File: src/rtl/ext_irq_pkg.sv
// Package: shared register address codes for the interrupt edge detector.
package ext_irq_pkg;

    // Register selector on the write port.
    typedef enum logic [1:0] {
        REG_EDGE  = 2'd0,
        REG_EN    = 2'd1,
        REG_CLR   = 2'd2,
        REG_SPARE = 2'd3
    } reg_sel_e;

endpackage

File: src/rtl/ext_irq_sync_filter.sv
// Module: ext_irq_sync_filter
// Synchronizes one asynchronous pin with two flops, then accepts a new level
// only after it has differed from the filtered level for FILT_CYCLES
// consecutive clocks. Emits one-cycle rise/fall strobes on acceptance.
// Assumes the pin idles at IDLE_LEVEL while reset is applied.
module ext_irq_sync_filter #(
    parameter int FILT_CYCLES = 1000,
    parameter bit IDLE_LEVEL  = 1'b1
) (
    input  logic clk,
    input  logic rst_n,
    input  logic pin_i,
    output logic level_o,
    output logic rise_o,
    output logic fall_o
);
    localparam int CW = (FILT_CYCLES < 2) ? 1 : $clog2(FILT_CYCLES);

    logic          meta_q;
    logic          sync_q;
    logic [CW-1:0] run_q;
    logic          differ;
    logic          accept;

    assign differ = (sync_q != level_o);
    assign accept = differ && (run_q == CW'(FILT_CYCLES - 1));
    assign rise_o = accept &  sync_q;
    assign fall_o = accept & ~sync_q;

    // Two-flop synchronizer for the raw pin.
    always_ff @(posedge clk) begin
        if (!rst_n) begin
            meta_q <= IDLE_LEVEL;
            sync_q <= IDLE_LEVEL;
        end else begin
            meta_q <= pin_i;
            sync_q <= meta_q;
        end
    end

    // Count consecutive cycles of disagreement; restart on agreement or acceptance.
    always_ff @(posedge clk) begin
        if (!rst_n) begin
            run_q <= '0;
        end else if (!differ || accept) begin
            run_q <= '0;
        end else begin
            run_q <= run_q + 1'b1;
        end
    end

    // Filtered level follows the synchronized pin once the change is accepted.
    always_ff @(posedge clk) begin
        if (!rst_n) begin
            level_o <= IDLE_LEVEL;
        end else if (accept) begin
            level_o <= sync_q;
        end
    end

endmodule

File: src/rtl/ext_irq_edge_policy.sv
// Module: ext_irq_edge_policy
// Maps accepted rise/fall strobes to per-source hits according to the fixed
// index layout: selectable sources, then rise-only, then dual-edge, then keys.
// Purely combinational; assumes at most one strobe per source per cycle.
module ext_irq_edge_policy #(
    parameter int NUM_SEL  = 2,
    parameter int NUM_KEYS = 8,
    localparam int NUM_SRC = NUM_SEL + 2 + NUM_KEYS
) (
    input  logic [NUM_SRC-1:0] rise_i,
    input  logic [NUM_SRC-1:0] fall_i,
    input  logic [NUM_SEL-1:0] edge_sel_i,
    output logic [NUM_SRC-1:0] hit_o
);
    localparam int RISE_IDX = NUM_SEL;
    localparam int DUAL_IDX = NUM_SEL + 1;

    genvar i;
    generate
        for (i = 0; i < NUM_SRC; i++) begin : g_src
            if (i < NUM_SEL) begin : g_sel
                // Selectable source: 0 picks rising, 1 picks falling.
                assign hit_o[i] = edge_sel_i[i] ? fall_i[i] : rise_i[i];
            end else if (i == RISE_IDX) begin : g_rise
                // Rise-only polling source.
                assign hit_o[i] = rise_i[i];
            end else if (i == DUAL_IDX) begin : g_dual
                // Dual-edge source.
                assign hit_o[i] = rise_i[i] | fall_i[i];
            end else begin : g_key
                // Key-scan source: falling only.
                assign hit_o[i] = fall_i[i];
            end
        end
    endgenerate

endmodule

File: src/rtl/ext_irq_pend_regs.sv
// Module: ext_irq_pend_regs
// Holds the edge-select and enable registers and the pending flags, and forms
// the request line from the vectored sources. A set on the same edge as a
// clear leaves the flag set.
module ext_irq_pend_regs #(
    parameter int NUM_SEL  = 2,
    parameter int NUM_KEYS = 8,
    localparam int NUM_SRC = NUM_SEL + 2 + NUM_KEYS
) (
    input  logic               clk,
    input  logic               rst_n,
    input  logic               wr_en_i,
    input  logic [1:0]         wr_addr_i,
    input  logic [NUM_SRC-1:0] wr_data_i,
    input  logic [NUM_SRC-1:0] hit_i,
    output logic [NUM_SEL-1:0] edge_sel_o,
    output logic [NUM_SRC-1:0] pending_o,
    output logic               irq_o
);
    import ext_irq_pkg::*;

    localparam logic [NUM_SRC-1:0] VEC_MASK =
        {{NUM_KEYS{1'b0}}, 1'b1, 1'b0, {NUM_SEL{1'b1}}};

    logic [NUM_SRC-1:0] enable_q;
    logic [NUM_SRC-1:0] clr_mask;

    assign clr_mask = (wr_en_i && wr_addr_i == REG_CLR) ? wr_data_i : '0;

    // Edge-select register for the selectable sources.
    always_ff @(posedge clk) begin
        if (!rst_n) begin
            edge_sel_o <= '0;
        end else if (wr_en_i && wr_addr_i == REG_EDGE) begin
            edge_sel_o <= wr_data_i[NUM_SEL-1:0];
        end
    end

    // Per-source enable register.
    always_ff @(posedge clk) begin
        if (!rst_n) begin
            enable_q <= '0;
        end else if (wr_en_i && wr_addr_i == REG_EN) begin
            enable_q <= wr_data_i;
        end
    end

    // Pending flags: clear by write, set by hit, set wins.
    always_ff @(posedge clk) begin
        if (!rst_n) begin
            pending_o <= '0;
        end else begin
            pending_o <= (pending_o & ~clr_mask) | hit_i;
        end
    end

    // Request line from enabled vectored sources only.
    always_comb begin
        irq_o = |(pending_o & enable_q & VEC_MASK);
    end

endmodule

File: src/rtl/ext_irq_edge_detect.sv
// Module: ext_irq_edge_detect (top)
// Filters every request pin, applies per-group edge policies and latches
// pending flags. Pins are assumed idle-high during reset. Source order:
// selectable [0..NUM_SEL-1], rise-only, dual-edge, keys.
module ext_irq_edge_detect #(
    parameter int NUM_SEL     = 2,
    parameter int NUM_KEYS    = 8,
    parameter int FILT_CYCLES = 1000,
    localparam int NUM_SRC    = NUM_SEL + 2 + NUM_KEYS
) (
    input  logic                clk,
    input  logic                rst_n,
    input  logic [NUM_SEL-1:0]  sel_pin_i,
    input  logic                rise_pin_i,
    input  logic                dual_pin_i,
    input  logic [NUM_KEYS-1:0] key_pin_i,
    input  logic                wr_en_i,
    input  logic [1:0]          wr_addr_i,
    input  logic [NUM_SRC-1:0]  wr_data_i,
    output logic [NUM_SRC-1:0]  pending_o,
    output logic                irq_o
);
    logic [NUM_SRC-1:0] raw_pins;
    logic [NUM_SRC-1:0] src_level;
    logic [NUM_SRC-1:0] src_rise;
    logic [NUM_SRC-1:0] src_fall;
    logic [NUM_SRC-1:0] src_hit;
    logic [NUM_SEL-1:0] edge_sel;

    assign raw_pins = {key_pin_i, dual_pin_i, rise_pin_i, sel_pin_i};

    genvar i;
    generate
        for (i = 0; i < NUM_SRC; i++) begin : g_filt
            ext_irq_sync_filter #(
                .FILT_CYCLES (FILT_CYCLES),
                .IDLE_LEVEL  (1'b1)
            ) u_filt (
                .clk     (clk),
                .rst_n   (rst_n),
                .pin_i   (raw_pins[i]),
                .level_o (src_level[i]),
                .rise_o  (src_rise[i]),
                .fall_o  (src_fall[i])
            );
        end
    endgenerate

    ext_irq_edge_policy #(
        .NUM_SEL  (NUM_SEL),
        .NUM_KEYS (NUM_KEYS)
    ) u_policy (
        .rise_i     (src_rise),
        .fall_i     (src_fall),
        .edge_sel_i (edge_sel),
        .hit_o      (src_hit)
    );

    ext_irq_pend_regs #(
        .NUM_SEL  (NUM_SEL),
        .NUM_KEYS (NUM_KEYS)
    ) u_regs (
        .clk        (clk),
        .rst_n      (rst_n),
        .wr_en_i    (wr_en_i),
        .wr_addr_i  (wr_addr_i),
        .wr_data_i  (wr_data_i),
        .hit_i      (src_hit),
        .edge_sel_o (edge_sel),
        .pending_o  (pending_o),
        .irq_o      (irq_o)
    );

endmodule

File: config.mk
export PLATFORM = sky130hd
export DESIGN_NAME = ext_irq_edge_detect
export DESIGN_NICKNAME = d
export VERILOG_FILES = /design/src/rtl/ext_irq_pkg.sv /design/src/rtl/ext_irq_sync_filter.sv /design/src/rtl/ext_irq_edge_policy.sv /design/src/rtl/ext_irq_pend_regs.sv /design/src/rtl/ext_irq_edge_detect.sv
export SDC_FILE = /design/constraint.sdc
export NUM_CORES = 1
export LEC_CHECK = 0
export ABC_AREA = 1
export BUFFER_PORTS_ARGS = -buffer_cell sky130_fd_sc_hd__buf_2
export CAP_MARGIN = 20
export CORE_MARGIN = 8
export CORE_UTILIZATION = 55
export CTS_CLUSTER_DIAMETER = 120
export DETAILED_ROUTE_END_ITERATION = 10
export PLACE_DENSITY = 0.77
export SYNTH_ARGS = -nofsm -noshare
export SYNTH_HDL_FRONTEND = slang
export SYNTH_SLANG_ARGS = --single-unit
File: constraint.sdc
create_clock -name clk -period 2.1 [get_ports clk]
set_clock_uncertainty 0.05 [all_clocks]
set_input_delay 0.21 -clock clk [delete_from_list [all_inputs] [get_ports clk]]
set_output_delay 0.21 -clock clk [all_outputs]
set_load 0.02 [all_outputs]
==> summary by stage <==
Floorplan
After floorplanning, the core was divided into 43 placement rows. The initial cell density of the core is 55.6%. The die footprint is 17,800 µm². In this run the count of I/O pins placed on the die edge is 42. The die is 134 µm wide.

The floorplan core area is 13,700 µm². In this run the vertical extent of the chip is 134 µm.

STA
The worst hold slack across all endpoints is 0.0931 ns. Measured against its own limit, the worst slew margin works out to 64.0%. Adding up every negative setup slack in the final design gives 0 ns. Setup repair after global routing left no endpoint under its margin.

The final critical path time including I/O delays and setup is 1.54 ns. The transition time of the tightest slew-check pin is 0.538 ns. Derived from the worst setup path, the maximum achievable clock frequency is 648 MHz. The final number of hold-violating endpoints is 0. The worst path uses 73.5% of the clock period. The number of slew-limit violations in the final report is 0. Setup violations remaining at the end of the flow were counted as 0. The setup slack of the critical path after layout is 0.556 ns.

Synth
The most instantiated library cell after synthesis is nand2_1. Averaged over all synthesized cells, the footprint is 7.44 µm². The Yosys step of the flow raised 0 warnings.

The net count after synthesis is 1,062. The post-synthesis instance area is 7590 µm². The library cell occupying the most area in the post-synthesis netlist is dfxtp_1.

The sequential element share of the synthesized area is 45.6%. The commonest cells after synthesis are 195 x nand2_1, 173 x dfxtp_1, 148 x nor2_1. The synthesized instance count is 1,021.

The number of flops mapped to enable cells by yosys is 0. The count of distinct cell types in the synthesized netlist is 32. For this run, asynchronously set or reset flops after synthesis account for 0%.

The register bit count reported by yosys is 173. The primary flip-flop cell chosen by synthesis mapping is dfxtp_1. In the post-synthesis netlist, the biggest area contributors are dfxtp_1 46%, nand2_1 9.6%, nor2_1 7.3%. The share of synthesized area in the top cell type comes to 45.6%.

Detailed routing
The routed length per instance is 10.7 µm. The pre-antenna-repair detailed-routing pass consisted of 5 iterations. The post-detailed-route DRC marker count is 0. The routed layout has 6,207 vias. Using the TritonRoute via totals, the vias-per-cell ratio works out to 4.86. The residual antenna-violating net count after detailed routing is 0.

The aggregate routed wire length is 13,700 µm. In this run, the number of DRC markers left after iteration 0 of detailed routing was 322.

Pwr
Of the total power, the share spent switching nets is 20.9%. Sequential cells burn 51.5% of the power. The net load switching power is 1.35 mW. The reported leakage power is 3.40 nW. Power spread over the standard cell area amounts to 746 nW/µm². The maximum resistive drop on vdd is 0.000853 V.

The internal power consumption is 5.13 mW. The clock group share of total power is 46.1%. The power share of the combinational group is 2.4%.

CTS
Clock-pin slew was measured on the worst setup and hold paths at 0.06 ns. The tree built by TritonCTS fans out to 173 sinks. The maximum number of buffers from clock root to sink is 2.

Clock latency on the worst-skew pair, taken at its later pin, is 0.42 ns. In this run, CTS created clock tree buffers numbering 17. The tree is rooted in a clkbuf_16. TritonCTS built the clock tree.

CTS built an H-tree with a depth of 4. The post-CTS resize count is 0. The count of buffers added by post-CTS timing repair for setup is 0. The number of buffers inserted by hold repair at cts is 14.

Global route
The global-route wire length before repair is 23,900 µm. The via count of the first global-routing pass was 5,630. The pin count of the biggest net entering global routing is 43. The initial antenna violation count is 0.

The final global-route overflow total is 0. The global-route usage over all layers is 16.0%.

Placement
The placement-stage worst setup slack is 0.566 ns. The count of input and output buffers is 41. The congestion estimate from routability-driven global placement came to 0.817. The instance area after placement is 7970 µm². The total half-perimeter wirelength after legalization and detailed placement is 9570 µm.

Critical path
Data arrives at the worst endpoint at 1.80 ns. For the worst setup path, the data required time is 2.35 ns. Traced cell by cell, the critical path runs through ha_1, nand2_1, nor2_1, nand3_1, nand2_2, a21oi_1. In this run the critical register-to-register path is launched from g_filt[6].u_filt.run_q[0].

Of all nets on the critical path, the largest fanout is 10. The stage delay of the slowest cell on the critical path is 0.49 ns. The endpoint of the worst-slack reg-to-reg timing path is g_filt[6].u_filt.run_q[8].

The critical path class is flip-flop to flip-flop. The slack of the worst reg-to-reg path is 0.56 ns. The critical path capture point type is a flip-flop. The slowest cell on the critical path is dfxtp_1. The worst setup path is launched from a flip-flop.

The number of cells on the worst reg-to-reg path is 6.

Final layout
The net count reported at finish is 1,126. With fillers left out, the area of the finished cells amounts to 8690 µm². The area taken by flip-flops and latches is 3460 µm². The area occupied by multi-input gates is 3530 µm². The filler cells instantiated in the layout total 1,192. The share of final-layout standard cells stronger than drive strength 1 is 12.9%. The area growth from synthesis to final layout is 14.4%.

The number of diodes is 0.

Flow run
Across the run, the number of max-cap violations was 0.

Run status
The flow ran to the end, and the final reports show no timing, DRC or antenna violations.

Hold path
For hold timing, the worst endpoint is u_regs.pending_o[11]. In this run the most critical hold path is launched from wr_data_i[11]. The class of the tightest hold or removal check is input pin to flip-flop. Along the worst hold path, the cell count comes to 4.
==> power by group through the flow <==
stage	clock [mW]	combinational [mW]	sequential [mW]
after global placement	0	0.136	3.41
after detailed placement	0	0.139	3.41
after global routing	3.23	0.177	3.34
final	2.99	0.158	3.34
after CTS	3.09	0.160	3.34
after floorplan	0	0.0932	3.40
==> flip-flops by register name, indices dropped and copies added (netlist names) <==
name / flops
g_filt.u_filt.level_o: 12
g_filt.u_filt.meta_q: 12
g_filt.u_filt.run_q: 120
g_filt.u_filt.sync_q: 12
u_regs.edge_sel_o: 2
u_regs.enable_q: 3
u_regs.pending_o: 12
==> routing by layer <==
layer / global-route usage, % / share of wire [%] / up-vias
met5: 0 / 0 / -
met2: 27.2 / 47 / 79
met4: 5.99 / 1.6 / 0
met1: 18.6 / 47 / 2736
met3: 4.89 / 4.1 / 19
li1: - / - / 3373
==> cells in the final DEF (no fill, tap or decap), drive strengths merged <==
master,netlist,final
xor2,20,20
ha,12,12
clkbuf,6,17
xnor2,23,23
inv,143,145
nor3,13,13
a21oi,59,59
nor2,168,168
dlygate4sd3,0,14
or2,26,26
buf,5,42
o21bai,1,1
o211ai,1,1
nand4,45,45
clkinvlp,0,3
a31oi,1,1
clkinv,0,8
dfxtp,173,173
nand2,204,204
o21ai,22,22
nand3,90,90
nand3b,9,9
bufinv,0,2
==> how the worst max path moves through the flow <==
stage | startpoint | endpoint | slack (ns) | cells past startpoint
3_5_place_dp | g_filt[6].u_filt.run_q[0] | g_filt[6].u_filt.run_q[5] | 0.57 | 6
3_3_place_gp | wr_addr_i[0] | u_regs.pending_o[1] | 0.58 | 7
2_1_floorplan | g_filt[4].u_filt.run_q[0] | g_filt[4].u_filt.run_q[5] | 0.81 | 6
6_report | g_filt[6].u_filt.run_q[0] | g_filt[6].u_filt.run_q[8] | 0.56 | 6
4_1_cts | g_filt[3].u_filt.run_q[0] | g_filt[3].u_filt.run_q[6] | 0.55 | 6
5_1_grt | g_filt[3].u_filt.run_q[0] | g_filt[3].u_filt.run_q[6] | 0.37 | 6
==> cell type report <==
class | count | area share (%)
multi-input cells | 694 | 40.7
clock buffers | 17 | 4.90
inverters | 143 | 6.21
flip-flops and latches | 173 | 39.9
well taps | 180 | 2.59
clock inverters | 15 | 1.70
repair buffers | 56 | 4.06
==> metrics by stage <==
stage / util (%) / total power, mW / cells
floorplan: - / 3.50 / 1021
global placement: 58.4 / 3.55 / 1232
detailed placement: 58.4 / 3.55 / 1232
CTS: 63.6 / 6.58 / 1278
global route: 63.6 / 6.75 / 1278
finish: 63.6 / 6.48 / 1278
==> cells by family after synthesis <==
kind of cell    Yosys count  share of synthesized area [%]
simple gates            555                           33.9
flops                   173                           45.6
buf+inv                 154                           7.87
compound gates           84                           5.67
xor+xnor                 43                           4.96
fa+ha+maj                12                           1.98
==> worst max-delay path: cells and delay by family, from the launching register on <==
| family | cells | cell delay (ns) |
|---|---|---|
| adder cells (fa/ha/maj) | 1 | 0.27 |
| flip-flops | 1 | 0.49 |
| AO/OA/AOI/OAI | 1 | 0.06 |
| AND/OR/NAND/NOR | 4 | 0.56 |
No activity file was read; power rests on OpenSTA's default activity.
